==> src/rtl/irq_merge_pkg.sv <==
package irq_merge_pkg;

  // Number of merged sources; index 0 carries the highest priority.
  localparam int unsigned SRC_CNT = 2;
  localparam int unsigned SRC_PAR = 0;
  localparam int unsigned SRC_ETH = 1;

  typedef enum logic {
    PIN_LINES = 1'b0,
    PIN_CODED = 1'b1
  } pin_mode_e;

  // Active level picked by the level-select bit.
  function automatic logic [2:0] active_level(input logic lo_sel,
                                              input logic [2:0] hi_lvl,
                                              input logic [2:0] lo_lvl);
    return lo_sel ? lo_lvl : hi_lvl;
  endfunction

endpackage

==> src/rtl/irq_pend_latch.sv <==
module irq_pend_latch (
  input  logic clk,
  input  logic rst,
  input  logic set_i,
  input  logic clr_i,
  output logic pend_o
);

  // A new event takes precedence over a clear in the same cycle.
  always_ff @(posedge clk) begin
    if (rst)        pend_o <= 1'b0;
    else if (set_i) pend_o <= 1'b1;
    else if (clr_i) pend_o <= 1'b0;
  end

  // a request leaves the flag set
  a_r2_set_sticks: assert property (@(posedge clk) disable iff (rst)
    set_i |=> pend_o);

  // the flag holds until cleared
  a_r2_hold_until_clear: assert property (@(posedge clk) disable iff (rst)
    (pend_o && !clr_i) |=> pend_o);

  // a lone clear drops the flag
  a_r2_clear_drops: assert property (@(posedge clk) disable iff (rst)
    (clr_i && !set_i) |=> !pend_o);

endmodule

==> src/rtl/irq_vec_store.sv <==
module irq_vec_store #(
  parameter int unsigned NUM_SRC = 2,
  parameter int unsigned VEC_W   = 8,
  parameter int unsigned SEL_W   = 1,
  parameter logic [NUM_SRC*VEC_W-1:0] RST_VALS = '0
) (
  input  logic                            clk,
  input  logic                            rst,
  input  logic                            wr_i,
  input  logic [SEL_W-1:0]                sel_i,
  input  logic [VEC_W-1:0]                wdata_i,
  output logic [NUM_SRC-1:0][VEC_W-1:0]   vec_o
);

  for (genvar g = 0; g < NUM_SRC; g++) begin : g_slot
    logic hit;
    assign hit = wr_i && (sel_i == SEL_W'(g));

    always_ff @(posedge clk) begin
      if (rst)      vec_o[g] <= RST_VALS[g*VEC_W +: VEC_W];
      else if (hit) vec_o[g] <= wdata_i;
    end

    // a selected write lands in this slot
    a_r10_write_lands: assert property (@(posedge clk) disable iff (rst)
      (wr_i && sel_i == SEL_W'(g)) |=> (vec_o[g] == $past(wdata_i)));

    // an unselected slot keeps its value
    a_r10_other_kept: assert property (@(posedge clk) disable iff (rst)
      !(wr_i && sel_i == SEL_W'(g)) |=> $stable(vec_o[g]));
  end

endmodule

==> src/rtl/irq_out_encoder.sv <==
module irq_out_encoder
  import irq_merge_pkg::*;
#(
  parameter int unsigned LVL_W   = 3,
  parameter int unsigned LVL_HI  = 5,
  parameter int unsigned LVL_LO  = 3,
  parameter int unsigned LINE_HI = 1,
  parameter int unsigned LINE_LO = 0
) (
  input  logic             clk,
  input  logic             rst,
  input  logic             any_pend_i,
  input  logic             lvl_sel_i,
  input  logic             mode_i,
  output logic [LVL_W-1:0] irq_n_o
);

  localparam logic [LVL_W-1:0] HI_CODE = LVL_W'(LVL_HI);
  localparam logic [LVL_W-1:0] LO_CODE = LVL_W'(LVL_LO);

  logic [LVL_W-1:0] lvl;
  logic [LVL_W-1:0] nxt;

  assign lvl = lvl_sel_i ? LO_CODE : HI_CODE;

  always_comb begin
    nxt = '1;
    if (any_pend_i) begin
      if (pin_mode_e'(mode_i) == PIN_CODED) begin
        nxt = ~lvl;
      end else if (lvl_sel_i) begin
        nxt[LINE_LO] = 1'b0;
      end else begin
        nxt[LINE_HI] = 1'b0;
      end
    end
  end

  always_ff @(posedge clk) begin
    if (rst) irq_n_o <= '1;
    else     irq_n_o <= nxt;
  end

  // no pending source means idle pins
  a_r6_idle_pins: assert property (@(posedge clk) disable iff (rst)
    !any_pend_i |=> (irq_n_o == '1));

  // coded mode at the high level
  a_r4_coded_hi: assert property (@(posedge clk) disable iff (rst)
    (any_pend_i && mode_i && !lvl_sel_i) |=> (irq_n_o == ~HI_CODE));

  // coded mode at the low level
  a_r4_coded_lo: assert property (@(posedge clk) disable iff (rst)
    (any_pend_i && mode_i && lvl_sel_i) |=> (irq_n_o == ~LO_CODE));

  // line mode drives exactly one pin
  a_r5_single_line: assert property (@(posedge clk) disable iff (rst)
    (any_pend_i && !mode_i) |=> ($countones(~irq_n_o) == 1));

endmodule

==> src/rtl/irq_ack_responder.sv <==
module irq_ack_responder
  import irq_merge_pkg::*;
#(
  parameter int unsigned NUM_SRC = 2,
  parameter int unsigned VEC_W   = 8,
  parameter int unsigned LVL_W   = 3,
  parameter int unsigned LVL_HI  = 5,
  parameter int unsigned LVL_LO  = 3
) (
  input  logic                          clk,
  input  logic                          rst,
  input  logic [NUM_SRC-1:0]            pend_i,
  input  logic [NUM_SRC-1:0][VEC_W-1:0] vecs_i,
  input  logic                          lvl_sel_i,
  input  logic                          ack_vld_i,
  input  logic [LVL_W-1:0]              ack_lvl_i,
  output logic [VEC_W-1:0]              vec_o,
  output logic                          vld_o
);

  logic             ack_q;
  logic             ack_edge;
  logic             lvl_match;
  logic             any_pend;
  logic             answer;
  logic [VEC_W-1:0] pick;

  assign ack_edge  = ack_vld_i && !ack_q;
  assign lvl_match = (ack_lvl_i == active_level(lvl_sel_i, LVL_W'(LVL_HI), LVL_W'(LVL_LO)));
  assign any_pend  = |pend_i;
  assign answer    = ack_edge && lvl_match && any_pend;

  // Fixed priority: walk from the lowest source up so index 0 wins.
  always_comb begin
    pick = '0;
    for (int i = NUM_SRC - 1; i >= 0; i--) begin
      if (pend_i[i]) pick = vecs_i[i];
    end
  end

  always_ff @(posedge clk) begin
    if (rst) begin
      ack_q <= 1'b0;
      vld_o <= 1'b0;
      vec_o <= '0;
    end else begin
      ack_q <= ack_vld_i;
      vld_o <= answer;
      if (answer) vec_o <= pick;
    end
  end

  // the strobe never lasts two cycles
  a_r7_one_cycle: assert property (@(posedge clk) disable iff (rst)
    vld_o |=> !vld_o);

  // a valid answer is always preceded by a rising acknowledge
  a_r7_needs_edge: assert property (@(posedge clk) disable iff (rst)
    $rose(vld_o) |-> $past(ack_vld_i));

  // the top source wins whenever it is pending
  a_r8_top_wins: assert property (@(posedge clk) disable iff (rst)
    (ack_edge && lvl_match && pend_i[0]) |=> (vld_o && vec_o == $past(vecs_i[0])));

  // the second source is served only when the first is clear
  a_r8_second_only: assert property (@(posedge clk) disable iff (rst)
    (ack_edge && lvl_match && !pend_i[0] && pend_i[1]) |=> (vld_o && vec_o == $past(vecs_i[1])));

  // level mismatch stays silent
  a_r9_wrong_level: assert property (@(posedge clk) disable iff (rst)
    (ack_edge && !lvl_match) |=> !vld_o);

  // nothing pending stays silent
  a_r9_nothing_pending: assert property (@(posedge clk) disable iff (rst)
    !any_pend |=> !vld_o);

endmodule

==> src/rtl/dual_irq_responder.sv <==
module dual_irq_responder
  import irq_merge_pkg::*;
#(
  parameter int unsigned VEC_W       = 8,
  parameter int unsigned LVL_W       = 3,
  parameter int unsigned LVL_HI      = 5,
  parameter int unsigned LVL_LO      = 3,
  parameter int unsigned LINE_HI     = 1,
  parameter int unsigned LINE_LO     = 0,
  parameter logic [7:0]  PAR_VEC_RST = 8'h40,
  parameter logic [7:0]  ETH_VEC_RST = 8'h41
) (
  input  logic             clk,
  input  logic             rst,
  input  logic             par_req_i,
  input  logic             par_clr_i,
  input  logic             eth_req_i,
  input  logic             eth_clr_i,
  input  logic             lvl_sel_i,
  input  logic             ipl_mode_i,
  input  logic             ack_vld_i,
  input  logic [LVL_W-1:0] ack_lvl_i,
  input  logic             vec_wr_i,
  input  logic             vec_sel_i,
  input  logic [VEC_W-1:0] vec_wdata_i,
  output logic [LVL_W-1:0] irq_n_o,
  output logic [VEC_W-1:0] vec_o,
  output logic             vec_vld_o
);

  localparam int unsigned NSRC  = SRC_CNT;
  localparam int unsigned SEL_W = (NSRC > 1) ? $clog2(NSRC) : 1;
  localparam logic [NSRC*VEC_W-1:0] RST_PACK =
    {VEC_W'(ETH_VEC_RST), VEC_W'(PAR_VEC_RST)};

  logic [NSRC-1:0]            set_v;
  logic [NSRC-1:0]            clr_v;
  logic [NSRC-1:0]            pend_v;
  logic [NSRC-1:0][VEC_W-1:0] vecs;

  assign set_v[SRC_PAR] = par_req_i;
  assign set_v[SRC_ETH] = eth_req_i;
  assign clr_v[SRC_PAR] = par_clr_i;
  assign clr_v[SRC_ETH] = eth_clr_i;

  for (genvar s = 0; s < NSRC; s++) begin : g_src
    irq_pend_latch u_pend (
      .clk    (clk),
      .rst    (rst),
      .set_i  (set_v[s]),
      .clr_i  (clr_v[s]),
      .pend_o (pend_v[s])
    );
  end

  irq_vec_store #(
    .NUM_SRC  (NSRC),
    .VEC_W    (VEC_W),
    .SEL_W    (SEL_W),
    .RST_VALS (RST_PACK)
  ) u_store (
    .clk     (clk),
    .rst     (rst),
    .wr_i    (vec_wr_i),
    .sel_i   (SEL_W'(vec_sel_i)),
    .wdata_i (vec_wdata_i),
    .vec_o   (vecs)
  );

  irq_out_encoder #(
    .LVL_W   (LVL_W),
    .LVL_HI  (LVL_HI),
    .LVL_LO  (LVL_LO),
    .LINE_HI (LINE_HI),
    .LINE_LO (LINE_LO)
  ) u_enc (
    .clk        (clk),
    .rst        (rst),
    .any_pend_i (|pend_v),
    .lvl_sel_i  (lvl_sel_i),
    .mode_i     (ipl_mode_i),
    .irq_n_o    (irq_n_o)
  );

  irq_ack_responder #(
    .NUM_SRC (NSRC),
    .VEC_W   (VEC_W),
    .LVL_W   (LVL_W),
    .LVL_HI  (LVL_HI),
    .LVL_LO  (LVL_LO)
  ) u_resp (
    .clk       (clk),
    .rst       (rst),
    .pend_i    (pend_v),
    .vecs_i    (vecs),
    .lvl_sel_i (lvl_sel_i),
    .ack_vld_i (ack_vld_i),
    .ack_lvl_i (ack_lvl_i),
    .vec_o     (vec_o),
    .vld_o     (vec_vld_o)
  );

endmodule

==> config.mk <==
export PLATFORM = sky130hd
export DESIGN_NAME = dual_irq_responder
export DESIGN_NICKNAME = d
export VERILOG_FILES = /design/src/rtl/irq_merge_pkg.sv /design/src/rtl/irq_pend_latch.sv /design/src/rtl/irq_vec_store.sv /design/src/rtl/irq_out_encoder.sv /design/src/rtl/irq_ack_responder.sv /design/src/rtl/dual_irq_responder.sv
export SDC_FILE = /design/constraint.sdc
export NUM_CORES = 1
export LEC_CHECK = 0
export BUFFER_PORTS_ARGS = -buffer_cell sky130_fd_sc_hd__buf_2
export CAP_MARGIN = 20
export CORE_MARGIN = 1.5
export CORE_UTILIZATION = 53
export CTS_BUF_LIST = sky130_fd_sc_hd__clkbuf_4 sky130_fd_sc_hd__clkbuf_8
export DETAILED_ROUTE_END_ITERATION = 8
export MAX_ROUTING_LAYER = met4
export PLACE_DENSITY = 0.88
export SLEW_MARGIN = 15
export SYNTH_ARGS = -nofsm -noshare
export SYNTH_HDL_FRONTEND = slang
export SYNTH_SLANG_ARGS = --single-unit
==> constraint.sdc <==
create_clock -name clk -period 2.2 [get_ports clk]
set_input_delay 0.11 -clock clk [delete_from_list [all_inputs] [get_ports clk]]
set_output_delay 0.11 -clock clk [all_outputs]
set_load 0.02 [all_outputs]
## After elaboration in Yosys (flattened, before gate mapping)

Cells that the tools add are included.

| cells by class | value |
|---|---|
| reduce and logical (&&, ||, !) cells | 11 |
| equality and inequality tests | 1 |
| multiplexer cells | 10 |
| bitwise operators | 4 |

Operator list:

| operator | number |
|---|---|
| two-way mux 8 bit | 2 |
| two-way mux 1 bit | 6 |
| logical AND 1 bit | 5 |
| nonzero test 2 bit | 2 |
| OR reduction 2 bit | 2 |
| equality test 3 bit | 1 |
| two-way mux 3 bit | 1 |
| inverter 1 bit | 3 |
| inverter 3 bit | 1 |
| OR reduction 3 bit | 1 |
| two-way mux 2 bit | 1 |
| logical NOT 1 bit | 1 |

| word-level totals | value |
|---|---|
| output and inout port bits | 12 |
| word-level logic and storage cells | 35 |
| register bits after elaboration | 31 |
| input port bits | 22 |

## Longest topological paths before layout

| depth | value |
|---|---|
| word-level depth | 4 |
| gate-level depth with buffers | 4 |
| gate-level depth less buffers | 3 |

## Modules after synthesis

A second synthesis with hierarchy kept.

| second synthesis, totals | value |
|---|---|
| cells, all modules | 142 |
| area, all modules | 1423.9 µm² |

By module, submodules not included:

| module | area an instance (µm²) | times used | cells an instance |
|---|---|---|---|
| irq_vec_store | 661.9 | 1 | 63 |
| irq_ack_responder | 569.3 | 1 | 61 |
| irq_out_encoder | 108.9 | 1 | 9 |
| irq_pend_latch | 38.8 | 2 | 4 |
| dual_irq_responder | 6.3 | 1 | 1 |

## Worst setup path after synthesis

No wires, ideal clock.

| timing path | value |
|---|---|
| path kind | input -> register |
| start point | in lvl_sel_i |
| end point | reg u_resp.vec_o[0] |
| buffers on the path | 1 |
| stages on the path | 4 |
| setup slack | 883 ps |
| arrival | 1196 ps |
| data required time | 2079 ps |
| path through | or3b_1 > a211o_1 > buf_6 > mux2_4 |

| between the ends | value |
|---|---|
| word-level cells in the longest chain between the ends | 4 |

RTL lines:

| what | line | RTL |
|---|---|---|
| start, declared | dual_irq_responder.sv:19 | `input logic lvl_sel_i,` |
| two-way mux 3 bit | irq_merge_pkg.sv:17 | `return lo_sel ? lo_lvl : hi_lvl;` |
| equality test 3 bit | irq_ack_responder.sv:29 | `assign lvl_match = (ack_lvl_i == active_level(lvl_sel_i, LVL_W'(LVL_HI), LVL_W'(LVL_LO)));` |
| logical AND 1 bit (2 in series) | irq_ack_responder.sv:31 | `assign answer = ack_edge && lvl_match && any_pend;` |
| end signal, assigned | irq_ack_responder.sv:49 | `if (answer) vec_o <= pick;` |
| end, declared | irq_ack_responder.sv:17 | `output logic [VEC_W-1:0] vec_o,` |

No other way between the ends.
A chain may end at the register's enable or synchronous reset.

## Worst setup path after layout

| timing path | value |
|---|---|
| start point | reg g_src[1].u_pend.pend_o |
| end point | reg u_resp.vec_o[6] |

| between the ends | value |
|---|---|
| word-level cells in the longest chain between the ends | 2 |

RTL lines:

| what | line | RTL |
|---|---|---|
| start, declared | irq_pend_latch.sv:6 | `output logic pend_o` |
| start signal, assigned | irq_pend_latch.sv:11 | `if (rst) pend_o <= 1'b0;` |
| start signal, assigned | irq_pend_latch.sv:12 | `else if (set_i) pend_o <= 1'b1;` |
| start signal, assigned | irq_pend_latch.sv:13 | `else if (clr_i) pend_o <= 1'b0;` |
| two-way mux 8 bit / OR reduction 2 bit (equally long branches) | irq_ack_responder.sv:37, irq_ack_responder.sv:30 |  |
| two-way mux 8 bit / logical AND 1 bit (equally long branches) | irq_ack_responder.sv:37, irq_ack_responder.sv:31 |  |

Several ways; a longest one is shown, not always the timed one.

==> qor.txt <==
Status -> finished, final reports clean
Worst Setup Slack, final -> 615 ps
Worst-skew pair later-pin latency -> 330 ps
Final ANT Viol Nets -> 0
Reg clk slew, reported paths -> 90 ps
Pwr Density -> 687 nW/um^2
Largest net degree at the start of global routing -> 40
Root Buffer Master -> clkbuf_4
Most frequent cells in the layout -> 41 x nand2_1, 33 x buf_2, 31 x dfxtp_1, 23 x a21oi_1, 12 x nand3b_1
Starting Density -> 0.576
Seq cells post-synth -> 31
DRC violations left -> 0
FF+latch area -> 621 um^2
Synth Cell Area -> 1310 um^2
Row count -> 17
Die ar. -> 2780 um^2
Nets@finish -> 209
Filler cell count -> 191
Core Footprint -> 2280 um^2
Num CTS Buffers -> 5
Antenna cells -> 0
Yosys cell types -> 19
Worst hold path class -> in -> reg
DP Area -> 1470 um^2
Post-layout util -> 0.692
Switching pwr -> 0.253 mW
Combinational share of power -> 0.096
Final slew viol count -> 0
F_max -> 631 MHz
Hold Worst Slack -> 6.98 ps
Sw Share -> 0.234
H-tree depth -> 2
# clock sinks -> 31
Commonest non-fill, non-tap cell in the layout -> nand2_1
Via count -> 1123
Initial antenna violation count -> 0
Startpoint types -> flop
Crit. End Element -> flop
Setup Crit Path Kind -> reg -> reg
Total global routing overflow -> 0
Flop pwr share -> 0.551
Syn-to-layout area delta -> 20.2%
Post-synthesis sequential area ratio -> 0.474
Final Cycle Share -> 0.721
Routed WL per cell -> 12.2 um
Setup Viol. Count Final -> 0
Die height -> 52.7 um
Slew headroom -> 0.587
Placed Cells -> 204
Total Power -> 1.08 mW
Synth warnings -> 0
Pre-CTS setup slack -> 627 ps
Fin. Hold Viols -> 0
Pleak -> 0.701 nW
Clock Power Share -> 0.353
Total Routing Usage GR -> 0.223
Crit path arrival time -> 1800 ps
Period minus WS final -> 1590 ps
TritonCTS clock tree -> built
Gpl congestion -> 0.749
Share of layout cells above drive strength 1 -> 0.273
Vias in the first global route -> 1020
Syn Nets -> 175
Width of the die -> 52.7 um
Mean Syn Cell Area -> 8.62 um^2
Worst Path Required -> 2420 ps
RSZ-0062 raised after global routing -> no
Vias per cell -> 5.22
First-pass GRT wire length -> 4260 um
Fin cells -> 215
Drt initial violations -> 29
Post-Syn Instances -> 152
# resized after CTS -> 0
Max Clock Skew -> 9.28 ps
Multi-input logic area -> 628 um^2
Fin area -> 1570 um^2
Measured slew at the worst slew-check pin -> 619 ps
Final HPWL DP -> 1870 um
CP max FO -> 11
Input/output buffers -> 33
First-pass iteration count of the detailed router -> 4
Final setup TNS -> 0 ps
Post-cts hold buffer count -> 3
Number of I/O pins -> 34
Postcts setup bufs -> 0
Total of max-cap violations -> 0
Total Routed Length -> 2630 um
Clock Tree Buf Depth -> 2
Maximum vdd drop -> 507 uV
Internal power -> 0.828 mW
-- cells in the mapped netlist --
cell type / number / area [um^2]
nand2_1: 41 / 154
dfxtp_1: 31 / 621
a21oi_1: 23 / 115
nand3b_1: 12 / 90.1
nor2b_1: 10 / 62.6
clkbuf_1: 8 / 30.0
mux2_4: 8 / 120
inv_1: 4 / 15.0
nor2_1: 4 / 15.0
or3_1: 2 / 12.5
a211o_1: 1 / 8.76
and2_1: 1 / 6.26
buf_2: 1 / 5.00
buf_6: 1 / 11.3
ha_1: 1 / 12.5
nand2b_1: 1 / 6.26
o211ai_1: 1 / 7.51
or3b_1: 1 / 8.76
or4_2: 1 / 8.76
-- cell families (layout without fill, tap and decap cells) --
| group | Yosys count | count (layout) | share of synthesized area |
|---|---|---|---|
| simple gates | 73 | 73 | 0.278 |
| flops | 31 | 31 | 0.474 |
| mux | 8 | 8 | 0.0917 |
| buf+inv | 14 | 49 | 0.0468 |
| compound gates | 25 | 25 | 0.100 |
| fa+ha+maj | 1 | 1 | 0.00955 |
-- power by group through the flow --
stage	combinational (mW)	clock [mW]	sequential [mW]
after floorplan	0.0608	0	0.608
after global placement	0.0942	0	0.607
after detailed placement	0.0994	0	0.608
after CTS	0.104	0.389	0.595
after global routing	0.117	0.415	0.599
final	0.104	0.382	0.596
-- cell type report --
type,count,share of cell area
inverter,4,0.00954
timing repair buffer,37,0.129
tap,28,0.0223
multi-input combinational,107,0.399
sequential,31,0.394
clock buffer,8,0.0461
-- worst max-delay path: stages (launching register included) --
cell	delay (ps)
dfxtp_1	530
o211ai_1	150
a211o_1	420
mux2_4	360
-- final timing paths --
check                                            start          endpoint  slack [ps]  cells after the start
worst min register to register        u_store.vec_o[1]  u_store.vec_o[1]         460                      2
worst max-delay path            g_src[1].u_pend.pend_o   u_resp.vec_o[6]         610                      3
worst max register to register  g_src[1].u_pend.pend_o   u_resp.vec_o[6]         610                      3
worst min-delay path                         ack_vld_i      u_resp.ack_q           7                      2
-- per-layer routing --
layer  track usage  up-vias  routed length, um
li1              -      567                  -
met1         0.256      513               1200
met2         0.348       35               1220
met3        0.0600        8                133
met4         0.132        0                 66
met5             -        -                  0
-- state kept, by name, indices dropped and copies added (netlist names) --
name and flops:
u_resp.ack_q 1, u_store.vec_o 16, u_resp.vld_o 1, g_src.u_pend.pend_o 2
u_enc.irq_n_o 3, u_resp.vec_o 8
(Power assumes the default switching activity.)
